===== src/rtl/fperr_pkg.sv =====
// Package fperr_pkg
// Shared class codes and status/control field positions for the deferred
// floating-point error flag. Assumes the 3-bit class encoding below.
package fperr_pkg;
    localparam int CLS_W   = 3;
    localparam int WORD_W  = 16;
    localparam int EXC_N   = 6;
    localparam int SUM_POS = 7;

    typedef enum logic [CLS_W-1:0] {
        CLS_OTHER = 3'd0,
        CLS_ARITH = 3'd1,
        CLS_WAIT  = 3'd2,
        CLS_CLEAR = 3'd3,
        CLS_LOAD  = 3'd4
    } ins_class_e;
endpackage


===== src/rtl/fperr_decode.sv =====
// Module fperr_decode
// Turns a qualified boundary strobe into the three requests the flag logic
// needs. Assumes bnd_valid lasts exactly one cycle per instruction. Unused
// class codes decode to no request.
module fperr_decode
    import fperr_pkg::*;
#(
    parameter int CW = CLS_W
) (
    input  logic          bnd_valid,
    input  logic [CW-1:0] bnd_class,
    output logic          raise_req,
    output logic          clear_req,
    output logic          load_req
);
    // Decode the class of the instruction at the boundary.
    always_comb begin
        raise_req = 1'b0;
        clear_req = 1'b0;
        load_req  = 1'b0;
        if (bnd_valid) begin
            case (bnd_class)
                CW'(CLS_ARITH),
                CW'(CLS_WAIT):  raise_req = 1'b1;
                CW'(CLS_CLEAR): clear_req = 1'b1;
                CW'(CLS_LOAD):  load_req  = 1'b1;
                default:        ;
            endcase
        end
    end
endmodule


===== src/rtl/fperr_loadcond.sv =====
// Module fperr_loadcond
// Recomputes the pending condition from freshly loaded status and control
// words: the summary bit AND any exception flag whose mask bit is clear.
// Assumes a mask bit of 1 means the exception is masked.
module fperr_loadcond #(
    parameter int W    = fperr_pkg::WORD_W,
    parameter int NEXC = fperr_pkg::EXC_N,
    parameter int SPOS = fperr_pkg::SUM_POS
) (
    input  logic [W-1:0] status_word,
    input  logic [W-1:0] control_word,
    output logic         pend_next
);
    logic [NEXC-1:0] live;
    logic            unused_bits;

    // One unmasked-and-flagged term per exception kind.
    for (genvar i = 0; i < NEXC; i++) begin : g_live
        assign live[i] = status_word[i] & ~control_word[i];
    end

    // Condition holds only while the error summary is set.
    assign pend_next   = status_word[SPOS] & (|live);
    assign unused_bits = &{1'b0, status_word, control_word};
endmodule


===== src/rtl/fperr_state.sv =====
// Module fperr_state
// Holds the pending condition and the registered error output. An exception
// only marks the condition as pending. A raise request turns the output on
// only when the condition was already pending. Clear and load requests lower
// it, and a new exception wins over a clear arriving in the same cycle.
module fperr_state (
    input  logic clk,
    input  logic rst_n,
    input  logic exc_valid,
    input  logic raise_req,
    input  logic clear_req,
    input  logic load_req,
    input  logic load_pend,
    output logic err_q
);
    logic pend_q, pend_d, err_d;

    // Next-state rules for the pending condition and the output.
    always_comb begin
        pend_d = pend_q;
        err_d  = err_q;
        if (raise_req && pend_q) err_d = 1'b1;
        if (clear_req) begin
            pend_d = 1'b0;
            err_d  = 1'b0;
        end
        if (load_req) begin
            pend_d = load_pend;
            if (!load_pend) err_d = 1'b0;
        end
        if (exc_valid) pend_d = 1'b1;
    end

    // State registers with synchronous active-low reset.
    always_ff @(posedge clk) begin
        if (!rst_n) begin
            pend_q <= 1'b0;
            err_q  <= 1'b0;
        end else begin
            pend_q <= pend_d;
            err_q  <= err_d;
        end
    end


    exc_no_raise_chk: assert property (@(posedge clk) disable iff (!rst_n)
        (exc_valid && !pend_q) |=> !err_q);

    raise_on_boundary_chk: assert property (@(posedge clk) disable iff (!rst_n)
        (raise_req && pend_q && !clear_req) |=> err_q);

    out_implies_pend_chk: assert property (@(posedge clk) disable iff (!rst_n)
        err_q |-> pend_q);

    clear_drops_chk: assert property (@(posedge clk) disable iff (!rst_n)
        (clear_req && !exc_valid) |=> (!err_q && !pend_q));

    load_drops_chk: assert property (@(posedge clk) disable iff (!rst_n)
        (load_req && !load_pend) |=> !err_q);

    exc_beats_clear_chk: assert property (@(posedge clk) disable iff (!rst_n)
        (clear_req && exc_valid) |=> (pend_q && !err_q));

    reset_clears_chk: assert property (@(posedge clk)
        !rst_n |=> (!err_q && !pend_q));
endmodule


===== src/rtl/fp_error_flag.sv =====
// Module fp_error_flag
// Top level of the deferred floating-point error flag. It connects the
// boundary decoder, the load-condition recompute and the state registers.
// The output enable is turned off in tri-state test mode. The numeric-error
// enable and ignore inputs are accepted and deliberately left without effect.
module fp_error_flag
    import fperr_pkg::*;
(
    input  logic              clk,
    input  logic              rst_n,
    input  logic              exc_valid,
    input  logic              bnd_valid,
    input  logic [CLS_W-1:0]  bnd_class,
    input  logic [WORD_W-1:0] ld_status,
    input  logic [WORD_W-1:0] ld_control,
    input  logic              nerr_enable,
    input  logic              ign_err,
    input  logic              test_tristate,
    output logic              err_out,
    output logic              err_oe
);
    logic raise_req, clear_req, load_req, load_pend;
    logic unused_in;

    fperr_decode #(.CW(CLS_W)) u_decode (
        .bnd_valid (bnd_valid),
        .bnd_class (bnd_class),
        .raise_req (raise_req),
        .clear_req (clear_req),
        .load_req  (load_req)
    );

    fperr_loadcond #(.W(WORD_W), .NEXC(EXC_N), .SPOS(SUM_POS)) u_loadcond (
        .status_word  (ld_status),
        .control_word (ld_control),
        .pend_next    (load_pend)
    );

    fperr_state u_state (
        .clk       (clk),
        .rst_n     (rst_n),
        .exc_valid (exc_valid),
        .raise_req (raise_req),
        .clear_req (clear_req),
        .load_req  (load_req),
        .load_pend (load_pend),
        .err_q     (err_out)
    );

    // Pad enable: off only in tri-state test mode.
    assign err_oe    = ~test_tristate;
    assign unused_in = &{1'b0, nerr_enable, ign_err};
endmodule


===== config.mk =====
export PLATFORM = sky130hd
export DESIGN_NAME = fp_error_flag
export DESIGN_NICKNAME = d
export VERILOG_FILES = /design/src/rtl/fperr_pkg.sv /design/src/rtl/fperr_decode.sv /design/src/rtl/fperr_loadcond.sv /design/src/rtl/fperr_state.sv /design/src/rtl/fp_error_flag.sv
export SDC_FILE = /design/constraint.sdc
export NUM_CORES = 1
export LEC_CHECK = 0
export BUFFER_PORTS_ARGS = -buffer_cell sky130_fd_sc_hd__buf_2
export CELL_PAD_IN_SITES_DETAIL_PLACEMENT = 1
export CELL_PAD_IN_SITES_GLOBAL_PLACEMENT = 1
export CORE_MARGIN = 2
export CORE_UTILIZATION = 10
export DETAILED_ROUTE_END_ITERATION = 6
export GPL_ROUTABILITY_DRIVEN = 0
export GPL_TIMING_DRIVEN = 0
export PLACE_DENSITY = 0.72
export SETUP_SLACK_MARGIN = 0.5
export SLEW_MARGIN = 20
export SYNTH_ARGS = -nofsm -noshare
export SYNTH_HDL_FRONTEND = slang
export SYNTH_SLANG_ARGS = --single-unit

===== constraint.sdc =====
create_clock -name clk -period 1.8 [get_ports clk]
set_input_delay 0.36 -clock clk [delete_from_list [all_inputs] [get_ports clk]]
set_output_delay 0.36 -clock clk [all_outputs]
set_load 0.005 [all_outputs]

* After elaboration in Yosys (flattened, before gate mapping)
Cells that the tools add are included.
Word-level totals: bits of input ports 42, register bits after elaboration 2, logic and storage cells 37, output and inout bits 2
Cells by class: reductions and logical operators 4, equal/unequal tests 4, bitwise logic cells 14, mux-type cells 13
Operators with widths (number):
- two-way mux 1 bit | 13
- bitwise AND 1 bit | 7
- inverter 1 bit | 7
- == test 3 x 2 -> 1 bit, second input constant | 2
- OR reduction 6 bit | 1
- == test 3 x 1 -> 1 bit, second input constant | 1
- == test 3 bit, second input constant | 1
- nonzero test 3 bit | 1
- OR reduction 2 bit | 1
- logical AND 1 bit | 1

* Logic depth before layout (Yosys ltp)
depth in word-level cells 9, gate-level depth with buffers 4, mapped depth without buffers 4

* Hierarchy
Synthesis repeated with hierarchy kept, for this count alone.
Second synthesis, totals: cells, all modules 24, area, all modules 175.2 sq um
Modules (own cells, without submodules):
- fperr_state | sequential area each 40.0 sq um, times used 1, cells an instance 8, area each 81.3 sq um
- fperr_loadcond | sequential area each 0.0 sq um, times used 1, cells an instance 10, area each 50.0 sq um
- fperr_decode | sequential area each 0.0 sq um, times used 1, cells an instance 5, area each 40.0 sq um
- fp_error_flag | sequential area each 0.0 sq um, times used 1, cells an instance 1, area each 3.8 sq um

* Worst setup path before layout
OpenSTA, ideal clock, no wires.
path type input to register, start point in bnd_class[2], end point reg u_state.pend_q, library setup time 129 ps, data arrival time 856 ps, required time 1671 ps, path buffers 0, setup slack 815 ps, stages on the path 4, cells stage by stage and3b_1 > a21oi_1 > nor3b_1 > o22ai_1
On the way: word-level cells in the longest chain between the ends 5, elaborated cells between the ends (all ways) 9, classes of those cells eq/ne (2); mux (6); reduce/logical (1)
RTL lines:
- from (decl) | line fp_error_flag.sv:13 | input logic [CLS_W-1:0] bnd_class,
- == test 3 bit | line fperr_decode.sv:22 | case (bnd_class)
- two-way mux 1 bit | line fperr_decode.sv:22
- two-way mux 1 bit | line fperr_decode.sv:21 | if (bnd_valid) begin
- two-way mux 1 bit | line fperr_state.sv:27 | if (load_req) begin
- two-way mux 1 bit | line fperr_state.sv:31 | if (exc_valid) pend_d = 1'b1;
- to (signal assigned) | line fperr_state.sv:40 | pend_q <= pend_d;
- to (decl) | line fperr_state.sv:16 | logic pend_q, pend_d, err_d;
Several ways; a longest one is shown, not always the timed one. A chain may end at the register's enable or synchronous reset.

* Worst setup path after layout
start point reg u_state.err_q, end point out err_out
RTL lines:
- from (decl) | line fperr_state.sv:14 | output logic err_q
- from (signal assigned) | line fperr_state.sv:41 | err_q <= err_d;
- to (decl) | line fp_error_flag.sv:19 | output logic err_out,
No word-level cell between the ends.

==> results.sh <==
export IMPL_outcome="complete, no violations"
export IMPL_crit_buf_inv=1
export IMPL_cts_path_max_buffers=2
export IMPL_slowest_stage="dfxtp_1"
export IMPL_postLayoutCellArea_um2=332
export IMPL_power_density_nw_per_um2=580
export IMPL_final_max_slew_viol_count=0
export IMPL_reg2reg_slack_ns=0.92
export IMPL_synth_simple_gate_area_frac=0.310
export IMPL_cts_tree="done"
export IMPL_clk_latency_ns=0.22
export IMPL_start_util=0.105
export IMPL_worstHoldEndpoint="u_state.pend_q"
export IMPL_slew_headroom=0.780
export IMPL_crit_required_ns=1.44
export IMPL_power_share_sequential=0.253
export IMPL_ys_ff_latch=2
export IMPL_max_stage_delay_ns=0.31
export IMPL_yosysSeqAreaShare=0.225
export IMPL_area_delta_synth_final_pct=86.6
export IMPL_hold_depth=3
export IMPL_synthTopCellsByCount="7 x inv_1, 4 x o22ai_1, 2 x dfxtp_1"
export IMPL_cp_top_family="flip-flops"
export IMPL_clock_sinks=2
export IMPL_synth_xor_area_share=0
export IMPL_worstPathArrival_ns=0.65
export IMPL_drt_total_wl_um=598
export IMPL_ir_drop_uv=160
export IMPL_syn_area_um2=178
export IMPL_rows=15
export IMPL_path_max_fanout=2
export IMPL_synthMuxAreaShare=0
export IMPL_worstHoldStart="exc_valid"
export IMPL_synthArstFlopShare=0
export IMPL_antenna_cells=0
export IMPL_clockPowerShare=0.511
export IMPL_route_detailed_drc=0
export IMPL_worst_pin_slew_ns=0.327
export IMPL_cts_root_buf="clkbuf_4"
export IMPL_nFillCells=224
export IMPL_vias=278
export IMPL_p_switching_w=0.0000451
export IMPL_p_int_w=0.000147
export IMPL_timing_rr_end="u_state.err_q"
export IMPL_ios=44
export IMPL_avgSynthCellArea_um2=6.83
export IMPL_synth_flop_cell="dfxtp_1"
export IMPL_period_minus_slack_ns=1.01
export IMPL_setup_viol=0
export IMPL_fmax_ghz=0.993
export IMPL_path_class="reg2out"
export IMPL_groute_usage_overall=0.0676
export IMPL_rsz0062_at_grt="no"
export IMPL_finalSetupTns_ns=0
export IMPL_cts_reportedPaths_clkPinSlew_ns=0.03
export IMPL_drtAntennaViolNets=0
export IMPL_hold_viol=0
export IMPL_fp_dieW_um=46.2
export IMPL_nNetsFinal=95
export IMPL_drive_above_1_share=0.510
export IMPL_fin_crit_sh=0.559
export IMPL_htreeDepth=1
export IMPL_yosysUniqueCellTypes=16
export IMPL_port_buffers=22
export IMPL_dieArea_um2=2130
export IMPL_switching_share=0.234
export IMPL_fp_dieH_um=46.2
export IMPL_r2r_cells=3
export IMPL_yosysWarningCount=0
export IMPL_crit_path_start_kind="flop"
export IMPL_end_kind="primary output"
export IMPL_synth_top_family_by_area="compound AO/OA/AOI/OAI gates"
export IMPL_synth_compound_area_frac=0.317
export IMPL_post_dp_hpwl_um=524
export IMPL_timing_hold_ws_ns=0.427
export IMPL_synth_top_area_share=0.225
export IMPL_synth_edf_count=0
export IMPL_crit_chain="buf_2"
export IMPL_drv_cap=0
export IMPL_p_leak_nw=0.187
export IMPL_skew_ns=0.00128
export IMPL_synth_top_cell_by_area="dfxtp_1"
export IMPL_place_ws_ns=0.593
export IMPL_synth_most_common_cell="inv_1"
export IMPL_fin_ws_ns=0.793
export IMPL_cts_resized=0
export IMPL_vias_per_cell=4.09
export IMPL_overflow=0
export IMPL_r2r_start="u_state.pend_q"
export IMPL_grt_max_degree=6
export IMPL_grt_pass1_vias=284
export IMPL_drtIter0Drc=4
export IMPL_synthTopCellsByArea="dfxtp_1 23%, inv_1 15%, o22ai_1 14%"
export IMPL_p_comb_frac=0.236
export IMPL_hold_buffers=0
export IMPL_crit_start="u_state.err_q"
export IMPL_placed_area_um2=309
export IMPL_post_synth_fa_ha_maj_area_fraction=0
export IMPL_antenna_found_initial=0
export IMPL_grt_pass1_wl_um=986
export IMPL_syn_nets=68
export IMPL_cts_inserted_buffers=3
export IMPL_first_pass_iters=4
export IMPL_post_cts_buffers=0
export IMPL_hold_class="in2reg"
export IMPL_syn_instance_count=26
export IMPL_design_core_area_um2=1690
export IMPL_wl_per_cell_um=8.79
per-layer routing:
layer	vias to the layer above	track usage	share of wire
li1	144	-	-
met3	2	0.0118	0.064
met2	8	0.119	0.56
met1	124	0.0625	0.35
met4	0	0.0686	0.028
met5	-	0	0
layout make-up:
type,count,area (um^2),share of cell area
Timing Repair Buffer,22,110,0.332
Tap cell,17,21.3,0.0642
Multi-Input combinational cell,17,111,0.336
Sequential cell,2,40.0,0.121
Clock buffer,3,22.5,0.0679
Inverter,7,26.3,0.0792
tightest hold or removal path: stages:
cell and delay [ns]:
buf_2 0.08, nor3b_1 0.04, o22ai_1 0.11
cell families (layout without fill, tap and decap cells):
kind of cell	Yosys count	in the layout
AO/OA/AOI/OAI	9	9
flip-flops	2	2
buffers and inverters	7	32
AND/OR/NAND/NOR	8	8
sequential cells by signal, indices dropped and copies added (netlist names):
signal          flops
u_state.err_q       1
u_state.pend_q      1
per-stage QoR:
stage	total power, W	instances	utilization
final	0.000192	68	0.196
after global routing	0.000213	68	0.196
after CTS	0.000199	68	0.196
after detailed placement	0.0000953	65	0.183
after global placement	0.0000941	65	0.183
after floorplan	0.0000662	26	-
worst max path at each step:
stage	end	slack (ns)	cells after the start
after floorplan	u_state.pend_q	0.81	4
after global placement	u_state.pend_q	0.58	5
after detailed placement	u_state.pend_q	0.59	5
after CTS	err_out	0.77	1
after global routing	u_state.pend_q	0.71	5
final	err_out	0.79	1
layout by cell type, fill, tap and decap left out:
| cell type | n |
|---|---|
| buf_2 | 22 |
| inv_1 | 7 |
| o22ai_1 | 4 |
| clkbuf_4 | 3 |
| dfxtp_1 | 2 |
| nor2_1 | 1 |
| and3_1 | 1 |
| nor3_1 | 1 |
| nor4bb_1 | 1 |
| and3b_1 | 1 |
| nor4b_1 | 1 |
| o21ai_1 | 1 |
| o211ai_1 | 1 |
| a21oi_2 | 1 |
| nand3_1 | 1 |
| a21oi_1 | 1 |
| nor3b_1 | 1 |
| o21ai_0 | 1 |
power by group through the flow:
stage	registers, W	clock network [W]	logic (W)
floorplan	0.0000490	0	0.0000173
global placement	0.0000491	0	0.0000450
detailed placement	0.0000492	0	0.0000461
CTS	0.0000486	0.000104	0.0000462
global route	0.0000488	0.000111	0.0000526
finish	0.0000487	0.0000984	0.0000455
Power figures use the tool's default switching activity.
